File: src/rtl/busrel_pkg.sv
package busrel_pkg;

    typedef enum logic [1:0] {
        ST_OWNED         = 2'd0,
        ST_WAIT_BOUNDARY = 2'd1,
        ST_RELEASED      = 2'd2,
        ST_RECLAIM       = 2'd3
    } arb_state_e;

    // Indivisible sequences reported by the local bus engine
    typedef struct packed {
        logic burst;
        logic rmw;
        logic split;
    } lock_t;

    // Decoded pin-level view of the arbiter, active-high internally
    typedef struct packed {
        logic grant;
        logic drive;
        logic hold;
    } arb_out_t;

    function automatic logic lock_any(input lock_t l);
        return l.burst | l.rmw | l.split;
    endfunction

    function automatic arb_out_t decode_state(input arb_state_e s);
        arb_out_t o;
        o.grant = (s == ST_RELEASED);
        o.drive = (s == ST_OWNED) || (s == ST_WAIT_BOUNDARY);
        o.hold  = (s != ST_OWNED);
        return o;
    endfunction

    function automatic logic keeps_reclaim(input arb_state_e s);
        return (s == ST_RELEASED) || (s == ST_RECLAIM);
    endfunction

endpackage

File: src/rtl/busrel_sync.sv
module busrel_sync #(
    parameter int   STAGES = 2,
    parameter logic IDLE   = 1'b1
) (
    input  logic clk,
    input  logic rst,
    input  logic d,
    output logic q
);
    logic [STAGES-1:0] chain;

    genvar i;
    generate
        for (i = 0; i < STAGES; i++) begin : g_stage
            if (i == 0) begin : g_first
                always_ff @(posedge clk) begin
                    if (rst) chain[0] <= IDLE;
                    else     chain[0] <= d;
                end
            end else begin : g_next
                always_ff @(posedge clk) begin
                    if (rst) chain[i] <= IDLE;
                    else     chain[i] <= chain[i-1];
                end
            end
        end
    endgenerate

    assign q = chain[STAGES-1];
endmodule

File: src/rtl/busrel_gate.sv
module busrel_gate
    import busrel_pkg::*;
(
    input  logic  cyc_active,
    input  lock_t locks,
    input  logic  refresh_pend,
    input  logic  irq_pend,
    output logic  boundary_ok,
    output logic  internal_need
);
    always_comb begin
        boundary_ok   = !cyc_active && !lock_any(locks);
        internal_need = refresh_pend || irq_pend;
    end
endmodule

File: src/rtl/busrel_fsm.sv
module busrel_fsm
    import busrel_pkg::*;
(
    input  logic       clk,
    input  logic       rst,
    input  logic       req,
    input  logic       boundary_ok,
    input  logic       internal_need,
    output arb_state_e state,
    output logic       reclaim
);
    arb_state_e state_d;
    logic       reclaim_d;

    always_comb begin
        state_d = state;
        unique case (state)
            ST_OWNED: begin
                if (req && !internal_need) state_d = ST_WAIT_BOUNDARY;
            end
            ST_WAIT_BOUNDARY: begin
                if (!req)             state_d = ST_OWNED;
                else if (boundary_ok) state_d = ST_RELEASED;
            end
            ST_RELEASED: begin
                if (!req) state_d = ST_RECLAIM;
            end
            ST_RECLAIM: begin
                state_d = ST_OWNED;
            end
            default: state_d = ST_OWNED;
        endcase
    end

    always_comb begin
        reclaim_d = (reclaim || ((state == ST_RELEASED) && internal_need))
                    && keeps_reclaim(state_d);
    end

    always_ff @(posedge clk) begin
        if (rst) begin
            state   <= ST_OWNED;
            reclaim <= 1'b0;
        end else begin
            state   <= state_d;
            reclaim <= reclaim_d;
        end
    end
endmodule

File: src/rtl/bus_release_arb.sv
module bus_release_arb
    import busrel_pkg::*;
#(
    parameter int SYNC_STAGES = 2
) (
    input  logic clk,
    input  logic rst,
    input  logic ext_req_n,
    input  logic cyc_active,
    input  logic burst_active,
    input  logic rmw_active,
    input  logic split_active,
    input  logic refresh_pend,
    input  logic irq_pend,
    output logic grant_n,
    output logic drive_en,
    output logic reclaim_n,
    output logic cyc_hold
);
    logic       req_n_sync;
    logic       boundary_ok;
    logic       internal_need;
    lock_t      locks;
    arb_state_e state;
    logic       reclaim;
    arb_out_t   outs;

    assign locks.burst = burst_active;
    assign locks.rmw   = rmw_active;
    assign locks.split = split_active;

    busrel_sync #(.STAGES(SYNC_STAGES), .IDLE(1'b1)) u_sync (
        .clk (clk),
        .rst (rst),
        .d   (ext_req_n),
        .q   (req_n_sync)
    );

    busrel_gate u_gate (
        .cyc_active    (cyc_active),
        .locks         (locks),
        .refresh_pend  (refresh_pend),
        .irq_pend      (irq_pend),
        .boundary_ok   (boundary_ok),
        .internal_need (internal_need)
    );

    busrel_fsm u_fsm (
        .clk           (clk),
        .rst           (rst),
        .req           (!req_n_sync),
        .boundary_ok   (boundary_ok),
        .internal_need (internal_need),
        .state         (state),
        .reclaim       (reclaim)
    );

    assign outs      = decode_state(state);
    assign grant_n   = !outs.grant;
    assign drive_en  = outs.drive;
    assign cyc_hold  = outs.hold;
    assign reclaim_n = !reclaim;
endmodule

File: config.mk
export PLATFORM = sky130hd
export DESIGN_NAME = bus_release_arb
export DESIGN_NICKNAME = d
export VERILOG_FILES = /design/src/rtl/busrel_pkg.sv /design/src/rtl/busrel_sync.sv /design/src/rtl/busrel_gate.sv /design/src/rtl/busrel_fsm.sv /design/src/rtl/bus_release_arb.sv
export SDC_FILE = /design/constraint.sdc
export NUM_CORES = 1
export LEC_CHECK = 0
export BUFFER_PORTS_ARGS = -buffer_cell sky130_fd_sc_hd__buf_2
export CORE_AREA = 2 2 39 41
export DETAILED_ROUTE_END_ITERATION = 12
export DIE_AREA = 0 0 41 43
export GPL_ROUTABILITY_DRIVEN = 0
export PLACE_DENSITY = 0.4
export SLEW_MARGIN = 0
export SYNTH_ARGS = -nofsm -noshare
export SYNTH_HDL_FRONTEND = slang
export SYNTH_SLANG_ARGS = --single-unit
File: constraint.sdc
create_clock -name clk -period 2.65 [get_ports clk]
set_clock_uncertainty 0.15 [all_clocks]
set_input_delay 0.3975 -clock clk [delete_from_list [all_inputs] [get_ports clk]]
set_output_delay 0.3975 -clock clk [all_outputs]
set_load 0.01 [all_outputs]
==> impl_metrics.tcl, run 1 <==
set metrics [dict create \
    outcome "finished clean" \
    period_needed_ns 1.54 \
    r2r-end "u_fsm.reclaim" \
    reg2regPathDepth 3 \
    reg2reg_from "u_fsm.state[0]" \
    finalMaxSlewViolations 0 \
    drive_gt1_frac 0.526 \
    fin_setup_tns_ns 0 \
    synth_cell_type_count 13 \
    cts_setup_buffers 0 \
    synth_edf_count 0 \
    synth.most_common_cell "dfxtp_1" \
    synth_seq_cells 5 \
    worstSetupStartpointType "flop" \
    holdPathEnd "u_sync.chain[0]" \
    min_path_cells 2 \
    hold_class "input pin to flop" \
    die_x_um 41 \
    clk_pin_slew_worst_paths_ns 0.04 \
    slowest_stage "dfxtp_1" \
    p_int_mw 0.140 \
    power_leakage_nw 0.130 \
    chipHeight_um 43 \
    yosys-top-cells-count "dfxtp_1 (5), inv_1 (3), or2_2 (3)" \
    drt-initial-drc-count 1 \
    pwr-share-seq 0.444 \
    finalHoldViolCount 0 \
    crit_fanout 6 \
    postCtsHoldBufs 0 \
    p_clk_frac 0.495 \
    vdd_drop_max_mv 0.213 \
    syn_area_um2 211 \
    vias 202 \
    clock_sinks 5 \
    rrSetupSlack_ns 1.50 \
    drc 0 \
    ys_top_cells_by_area "dfxtp_1 (47%), or2_2 (8.9%), a211oi_2 (5.9%)" \
    routedWlPerCell_um 7.74 \
    cp-end-kind "output port" \
    crit_type "flop to output port" \
    clockRootBuffer "clkbuf_4" \
    rsz0062_at_grt "no" \
    grt_pass1_vias 187 \
    period_share 0.582 \
    clock.fmax_ghz 0.648 \
    start_util 0.153 \
    fin_nets 48 \
    cp_cell_sequence "or2_2 > buf_2" \
    grt_antenna_before_repair 0 \
    power.switching_mw 0.0351 \
    io_buffer_count 12 \
    synth_seq_area_share 0.473 \
    synth_top_area_cell "dfxtp_1" \
    worstHoldStart "ext_req_n" \
    p_per_area_nw_per_um2 552 \
    core_um2 1380 \
    pwr-share-comb 0.061 \
    grt_max_degree 7 \
    n_antenna_cell 0 \
    syn_nets 31 \
    critPathTopFamily "flip-flops" \
    synthCells 22 \
    tightest_slew_ns 0.245 \
    power_mw 0.175 \
    slew-limit-headroom 0.835 \
    post_cts_resized 0 \
    crit_buf_inv 1 \
    grtUsageTotal 0.0643 \
    drt_pass1_iterations 2 \
    finalSetupViolCount 0 \
    synth_top_area_frac 0.473 \
    grt_pass1_wl_um 676 \
    syn_to_final_growth_pct 50.3 \
    placement_rows 14 \
    htree_levels 1 \
    stdcell_count 54 \
    post-route-util 0.230 \
    cts_tree "yes" \
    critical_path_arrival_ns 1.00 \
    grt-ovfl-total 0 \
    cts_buffer_depth 2 \
    drv_cap 0 \
    vias_per_cell 3.74 \
    dp.cells 50 \
    p_sw_frac 0.200 \
    cts_buffers 3 \
    clk-insertion-delay-late_ns 0.24 \
    yosysWarnings 0 \
    synth_area_per_cell_um2 9.61 \
    ioPinCount 13 \
    slowest_delay_ns 0.34 \
    worst_ep_required_time_ns 2.10 \
    drt-total-wl_um 418 \
    hpwl_um 312 \
    hold_ws_ns 0.189 \
    ys.flop_type "dfxtp_1" \
    ant_nets 0 \
    dieArea_um2 1760 \
    synthArstFlopShare 0 \
]
## placed cells by master (no fill, tap or decap)
cell / n
clkbuf_4: 3
buf_2: 12
clkbuf_1: 1
a211oi_2: 1
o31ai_1: 1
dfxtp_1: 5
nand4bb_1: 1
o21ai_0: 1
nor4_1: 1
nor4_2: 1
a21oi_1: 1
a31oi_1: 1
or2_2: 3
nor2_1: 2
and2b_1: 1
inv_1: 3
## final cells by class
class | instances | area [um^2]
clock buffer | 4 | 26.3
multi-input combinational | 14 | 100
inverter | 3 | 11.3
sequential | 5 | 100
fill | 162 | 1070
tap | 16 | 20.0
timing repair buffer | 12 | 60.1
## kinds of logic (layout without fill, tap and decap cells)
logic type | after synthesis | in the layout | share of synthesized area
buffers and inverters | 3 | 19 | 0.0533
and+or+nand+nor | 9 | 9 | 0.302
DFF | 5 | 5 | 0.473
AOI/OAI and AO/OA | 5 | 5 | 0.172
## per-stage QoR
step                cell area, um^2  worst slack, ns
global route                    318             1.04
global placement                292             1.26
finish                          318             1.11
CTS                             318             1.10
floorplan                       211             1.44
detailed placement              292             1.23
## how the worst max path moves through the flow
stage,from,endpoint,cells after the start
detailed placement,rmw_active,u_fsm.reclaim,4
global route,u_fsm.state[1],grant_n,3
floorplan,rmw_active,u_fsm.reclaim,3
finish,u_fsm.state[1],cyc_hold,2
CTS,u_fsm.state[1],cyc_hold,2
global placement,rmw_active,u_fsm.reclaim,4
## power by group through the flow
stage	Sequential [mW]	Combinational [mW]	Clock, mW
2_1_floorplan	0.0790	0.00295	0
3_3_place_gp	0.0791	0.0110	0
3_5_place_dp	0.0791	0.0110	0
4_1_cts	0.0778	0.0110	0.0929
5_1_grt	0.0778	0.0122	0.0991
6_report	0.0778	0.0107	0.0869
## state kept, by name (all words and copies together), names as in the netlist
register,count
u_sync.chain,1
u_fsm.state,2
u_sync.q,1
u_fsm.reclaim,1
## per-layer routing
metal	part of all wire	global-route usage
met1	0.44	0.0581
met2	0.45	0.0875
met3	0.10	0.0471
met4	0	0.0600
met5	0	0
Note: power is estimated with default switching activity, not from simulation.
==> run 2, diff against run 1 <==
==> constraint.sdc (replaced) <==
create_clock -name clk -period 1.6 [get_ports clk]
set_clock_uncertainty 0.15 [all_clocks]
set_input_delay 0.24 -clock clk [delete_from_list [all_inputs] [get_ports clk]]
set_output_delay 0.24 -clock clk [all_outputs]
set_load 0.01 [all_outputs]
==> run 2 against run 1 <==
Compared with the run above:
- non-clock buffer count did not move
- setup slack got worse by 0.91 ns
- combinational power rose by 66%
- sequential cell count did not move
- global-route usage rose by 0.51 points
- sequential power rose by 66%
- utilization did not move
- sequential share of layout area did not move
- cell count did not move
- register-to-register slack got worse by 1.1 ns
- critical path type unchanged
- largest cell class unchanged
- largest power group unchanged
- highest routed layer unchanged
==> impl_metrics.tcl, run 2 (synthesized netlist as in run 1, its figures left out) <==
set metrics [dict create \
    placed_cell_area_um2 292 \
    cts_buffers 3 \
    chipHeight_um 43 \
    finalMaxSlewViolations 0 \
    htree_levels 1 \
    worstHoldStart "ext_req_n" \
    period_share 0.875 \
    crit_fanout 5 \
    clk-insertion-delay-late_ns 0.24 \
    finalHoldViolCount 0 \
    critical_path_arrival_ns 1.01 \
    ant_nets 0 \
    crit_type "flop to output port" \
    num-fill-cells 164 \
    p_sw_frac 0.201 \
    worst_ep_required_time_ns 1.21 \
    vias 208 \
    clock.fmax_ghz 0.714 \
    min_path_cells 2 \
    worstSetupStartpointType "flop" \
    outcome "finished clean" \
    clockRootBuffer "clkbuf_4" \
    postCtsHoldBufs 0 \
    final_cell_area_um2 318 \
    final_cell_mix "buf_2 (12), dfxtp_1 (5), inv_1 (3), or2_2 (3), clkbuf_4 (3)" \
    post_cts_resized 0 \
    grtUsageTotal 0.0694 \
    drt-initial-drc-count 2 \
    regMostFlops "u_fsm.state" \
    largest_reg_flops 2 \
    hold_ws_ns 0.0311 \
    finalSetupViolCount 0 \
    hpwl_um 328 \
    die_x_um 41 \
    vdd_drop_max_mv 0.295 \
    drc 0 \
    grt_max_degree 7 \
    grt_pass1_wl_um 772 \
    fin_setup_tns_ns 0 \
    grt-ovfl-total 0 \
    layout_commonest_cell "buf_2" \
    cts_buffer_depth 2 \
    r2r-end "u_fsm.reclaim" \
    wl_met3_um 37 \
    p_per_area_nw_per_um2 916 \
    holdPathEnd "u_sync.chain[0]" \
    pwr-share-seq 0.443 \
    drt-total-wl_um 440 \
    grt_pass1_vias 224 \
    clock_sinks 5 \
    slowest_delay_ns 0.38 \
    cp_cell_sequence "and2b_1 > inv_1 > buf_2" \
    io_buffer_count 12 \
    reg2reg_from "u_fsm.state[0]" \
    hold_class "input pin to flop" \
    ioPinCount 13 \
    n_antenna_cell 0 \
    dieArea_um2 1760 \
    pwr-share-comb 0.061 \
    core_um2 1380 \
    grt_antenna_before_repair 0 \
    power_leakage_nw 0.130 \
    drv_cap 0 \
    period_needed_ns 1.40 \
    p_int_mw 0.232 \
    cp-end-kind "output port" \
    drt_pass1_iterations 2 \
    tightest_slew_ns 0.251 \
    routedWlPerCell_um 8.15 \
    slew-limit-headroom 0.832 \
    rsz0062_at_grt "no" \
    slowest_stage "dfxtp_1" \
    rrSetupSlack_ns 0.42 \
    reg2regPathDepth 3 \
    dr_wl_met2_um 211 \
    start_util 0.153 \
    clk_pin_slew_worst_paths_ns 0.04 \
    power.switching_mw 0.0586 \
    syn_to_final_growth_pct 50.3 \
    cts_tree "yes" \
    p_clk_frac 0.495 \
    placement_rows 14 \
    cts_setup_buffers 0 \
    vias_per_cell 3.85 \
    drive_gt1_frac 0.526 \
    highest_layer "met3" \
    fin_nets 48 \
    drt-met1-wl_um 191 \
]
## run 2: cell counts in the layout (fill, tap and decap cells not counted)
Identical to the previous run, type by type.
## run 2: worst max-delay path: cells and delay by family (launching register included)
kind,cells,cell delay (ns)
buf+inv,2,0.16
flops,1,0.38
simple gates,1,0.23
## run 2: cell type report
class	count	area, um^2	share of cell area
inverters	3	11.3	0.0354
flip-flops and latches	5	100	0.315
repair buffers	12	60.1	0.189
clock buffers	4	26.3	0.0827
well taps	16	20.0	0.0630
multi-input cells	14	100	0.315
## run 2: power by group through the flow
stage	clock network [mW]	registers, mW	logic [mW]
2_1_floorplan	0	0.131	0.00489
3_3_place_gp	0	0.131	0.0180
3_5_place_dp	0	0.131	0.0181
4_1_cts	0.153	0.129	0.0183
5_1_grt	0.162	0.129	0.0200
6_report	0.144	0.129	0.0178
## run 2: how the worst max path moves through the flow
stage | startpoint | endpoint
floorplan | u_fsm.state[0] | u_fsm.reclaim
global placement | rmw_active | u_fsm.reclaim
detailed placement | rmw_active | u_fsm.reclaim
CTS | u_fsm.state[0] | grant_n
global route | u_fsm.state[0] | grant_n
finish | u_fsm.state[0] | grant_n
## run 2: routing by layer
layer | track usage | vias up
li1 | - | 109
met4 | 0.0600 | 0
met2 | 0.0969 | 10
met1 | 0.0647 | 89
met3 | 0.0471 | 0
met5 | 0 | -
## run 2: metrics by stage
| stage | utilization | setup slack, ns | power [mW] | std cells |
|---|---|---|---|---|
| after floorplan | - | 0.525 | 0.136 | 22 |
| after global placement | 0.211 | 0.348 | 0.149 | 50 |
| after detailed placement | 0.211 | 0.366 | 0.149 | 50 |
| after CTS | 0.230 | 0.197 | 0.300 | 54 |
| after global routing | 0.230 | 0.115 | 0.311 | 54 |
| final | 0.230 | 0.200 | 0.291 | 54 |
==> run 3, diff against run 2 <==
--- a/config.mk
+++ b/config.mk
@@ -10,8 +10,9 @@
 export DETAILED_ROUTE_END_ITERATION = 12
 export DIE_AREA = 0 0 41 43
 export GPL_ROUTABILITY_DRIVEN = 0
-export PLACE_DENSITY = 0.4
+export PLACE_DENSITY = 0.41
 export SLEW_MARGIN = 0
 export SYNTH_ARGS = -nofsm -noshare
 export SYNTH_HDL_FRONTEND = slang
+export SYNTH_HIERARCHICAL = 1
 export SYNTH_SLANG_ARGS = --single-unit
==> run 3 against run 2 <==
Compared with the run above:
- sequential cell count stayed put
- setup slack better by 0.051 ns
- sequential power hardly changed
- clock power hardly changed
- die area stayed put
- sequential share of layout area is 1.9 points lower
- critical path type unchanged
- highest routed layer unchanged
==> impl_metrics.tcl, run 3 <==
set metrics [dict create \
    outcome "finished clean" \
    p_per_area_nw_per_um2 862 \
    p_sw_frac 0.201 \
    fin_nets 50 \
    clock.fmax_ghz 0.742 \
    multi_input_area_um2 116 \
    syn_to_final_growth_pct 45.9 \
    worst_ep_required_time_ns 1.21 \
    core_um2 1380 \
    vdd_drop_max_mv 0.373 \
    slowest_stage "dfxtp_1" \
    tightest_slew_ns 0.244 \
    ioPinCount 13 \
    final_cell_mix "buf_2 (12), dfxtp_1 (5), inv_1 (4), or2_1 (3), clkbuf_4 (3)" \
    die_x_um 41 \
    rsz0062_at_grt "no" \
    synth_top_area_cell "dfxtp_1" \
    drc 0 \
    ant_nets 0 \
    synthArstFlopShare 0 \
    hold_class "input pin to flop" \
    num-fill-cells 152 \
    regMostFlops "u_fsm/state" \
    critPathTopFamily "flip-flops" \
    crit_type "flop to output port" \
    finalHoldViolCount 0 \
    synthCells 24 \
    synth.most_common_cell "dfxtp_1" \
    synth_area_per_cell_um2 9.64 \
    syn_area_um2 231 \
    slowest_delay_ns 0.37 \
    drt-initial-drc-count 0 \
    cts_buffer_depth 2 \
    power_leakage_nw 0.130 \
    pwr-share-comb 0.061 \
    crit_fanout 9 \
    grt_pass1_wl_um 772 \
    period_share 0.843 \
    p_clk_frac 0.498 \
    postCtsHoldBufs 0 \
    synth_top_area_frac 0.432 \
    period_needed_ns 1.35 \
    cts_setup_buffers 0 \
    drv_cap 0 \
    dp.cells 52 \
    syn_nets 33 \
    clk_pin_slew_worst_paths_ns 0.04 \
    power.switching_mw 0.0586 \
    regArea_um2 100 \
    finalSetupViolCount 0 \
    synth_edf_count 0 \
    grt_pass1_vias 209 \
    drt_pass1_iterations 1 \
    grt_max_degree 10 \
    drt-total-wl_um 455 \
    finalMaxSlewViolations 0 \
    yosys-top-cells-count "dfxtp_1 (5), inv_1 (4), or2_1 (3)" \
    ys_top_cells_by_area "dfxtp_1 (43%), or2_1 (8.1%), inv_1 (6.5%)" \
    grt-ovfl-total 0 \
    largest_reg_flops 2 \
    worstSetupStartpointType "flop" \
    cp-end-kind "output port" \
    crit_buf_inv 1 \
    grt_antenna_before_repair 0 \
    pwr-share-seq 0.441 \
    slew-limit-headroom 0.836 \
    htree_levels 1 \
    stdcell_count 56 \
    layout_commonest_cell "buf_2" \
    io_buffer_count 12 \
    clockRootBuffer "clkbuf_4" \
    fin_setup_tns_ns 0 \
    drive_gt1_frac 0.425 \
    placement_rows 14 \
    cts_tree "yes" \
    clock_sinks 5 \
    synth_cell_type_count 14 \
    synth_seq_area_share 0.432 \
    ys.flop_type "dfxtp_1" \
    hpwl_um 355 \
    chipHeight_um 43 \
    routedWlPerCell_um 8.13 \
    cp_cell_sequence "or2_1 > buf_2" \
    yosysWarnings 6 \
    start_util 0.167 \
    grtUsageTotal 0.0775 \
    p_int_mw 0.233 \
    critical_path_arrival_ns 0.96 \
    rrSetupSlack_ns 0.38 \
    vias_per_cell 3.93 \
    vias 220 \
    synth_seq_cells 5 \
    dieArea_um2 1760 \
    n_antenna_cell 0 \
    clk-insertion-delay-late_ns 0.24 \
    cts_buffers 3 \
    post_cts_resized 0 \
]
==> run 3: cell count changes in the layout (fill, tap and decap cells not counted), moves of 2 or more <==
cell	delta
nor2_1	-2
or2_2	-2
nand2b_1	+2
or2_1	+3
==> run 3: through the flow <==
step	utilization	hold slack [ns]	worst slack [ns]	cell area (um^2)	power (mW)
after detailed placement	0.225	0.240	0.158	312	0.149
after global routing	0.244	0.0121	0.169	338	0.315
after floorplan	-	0.159	0.285	231	0.136
after global placement	0.225	0.239	0.150	312	0.149
after CTS	0.244	0.0210	0.230	338	0.303
final	0.244	0.0333	0.251	338	0.291
==> run 3: layout make-up <==
cell class | instances | share of cell area
multi-input cells | 15 | 0.344
inverters | 4 | 0.0444
repair buffers | 12 | 0.178
well taps | 16 | 0.0593
flip-flops and latches | 5 | 0.296
clock buffers | 4 | 0.0778
==> run 3: layer usage <==
layer | share of wire | global-route usage
met5 | 0 | 0
met4 | 0 | 0.0400
met3 | 0.11 | 0.0942
met2 | 0.46 | 0.103
met1 | 0.44 | 0.0647
==> run 3: power by group through the flow <==
stage                     Clock [mW]  Sequential [mW]  Combinational [mW]
after floorplan                    0            0.131             0.00565
after global placement             0            0.131              0.0180
after detailed placement           0            0.131              0.0181
after CTS                      0.157            0.128              0.0181
after global routing           0.166            0.128              0.0202
final                          0.145            0.128              0.0178
==> run 3: kinds of logic after synthesis <==
| group | after synthesis | synth area share |
|---|---|---|
| and+or+nand+nor | 12 | 0.416 |
| DFF | 5 | 0.432 |
| buffers and inverters | 4 | 0.0648 |
| AOI/OAI and AO/OA | 3 | 0.0865 |
==> run 3: worst paths after layout <==
| check | from | to | cells past startpoint |
|---|---|---|---|
| min | ext_req_n | u_sync/chain[0] | 2 |
| min reg2reg | u_sync/chain[0] | u_sync/q | 1 |
| max | u_fsm/state[1] | cyc_hold | 2 |
| max reg2reg | u_fsm/state[1] | u_fsm/state[0] | 2 |
==> run 3: worst register-to-register path, delay by kind of cell, from the launching register on <==
kind / cells / cell delay [ns]
AND/OR/NAND/NOR: 1 / 0.51
flip-flops: 1 / 0.37
AO/OA/AOI/OAI: 1 / 0.13
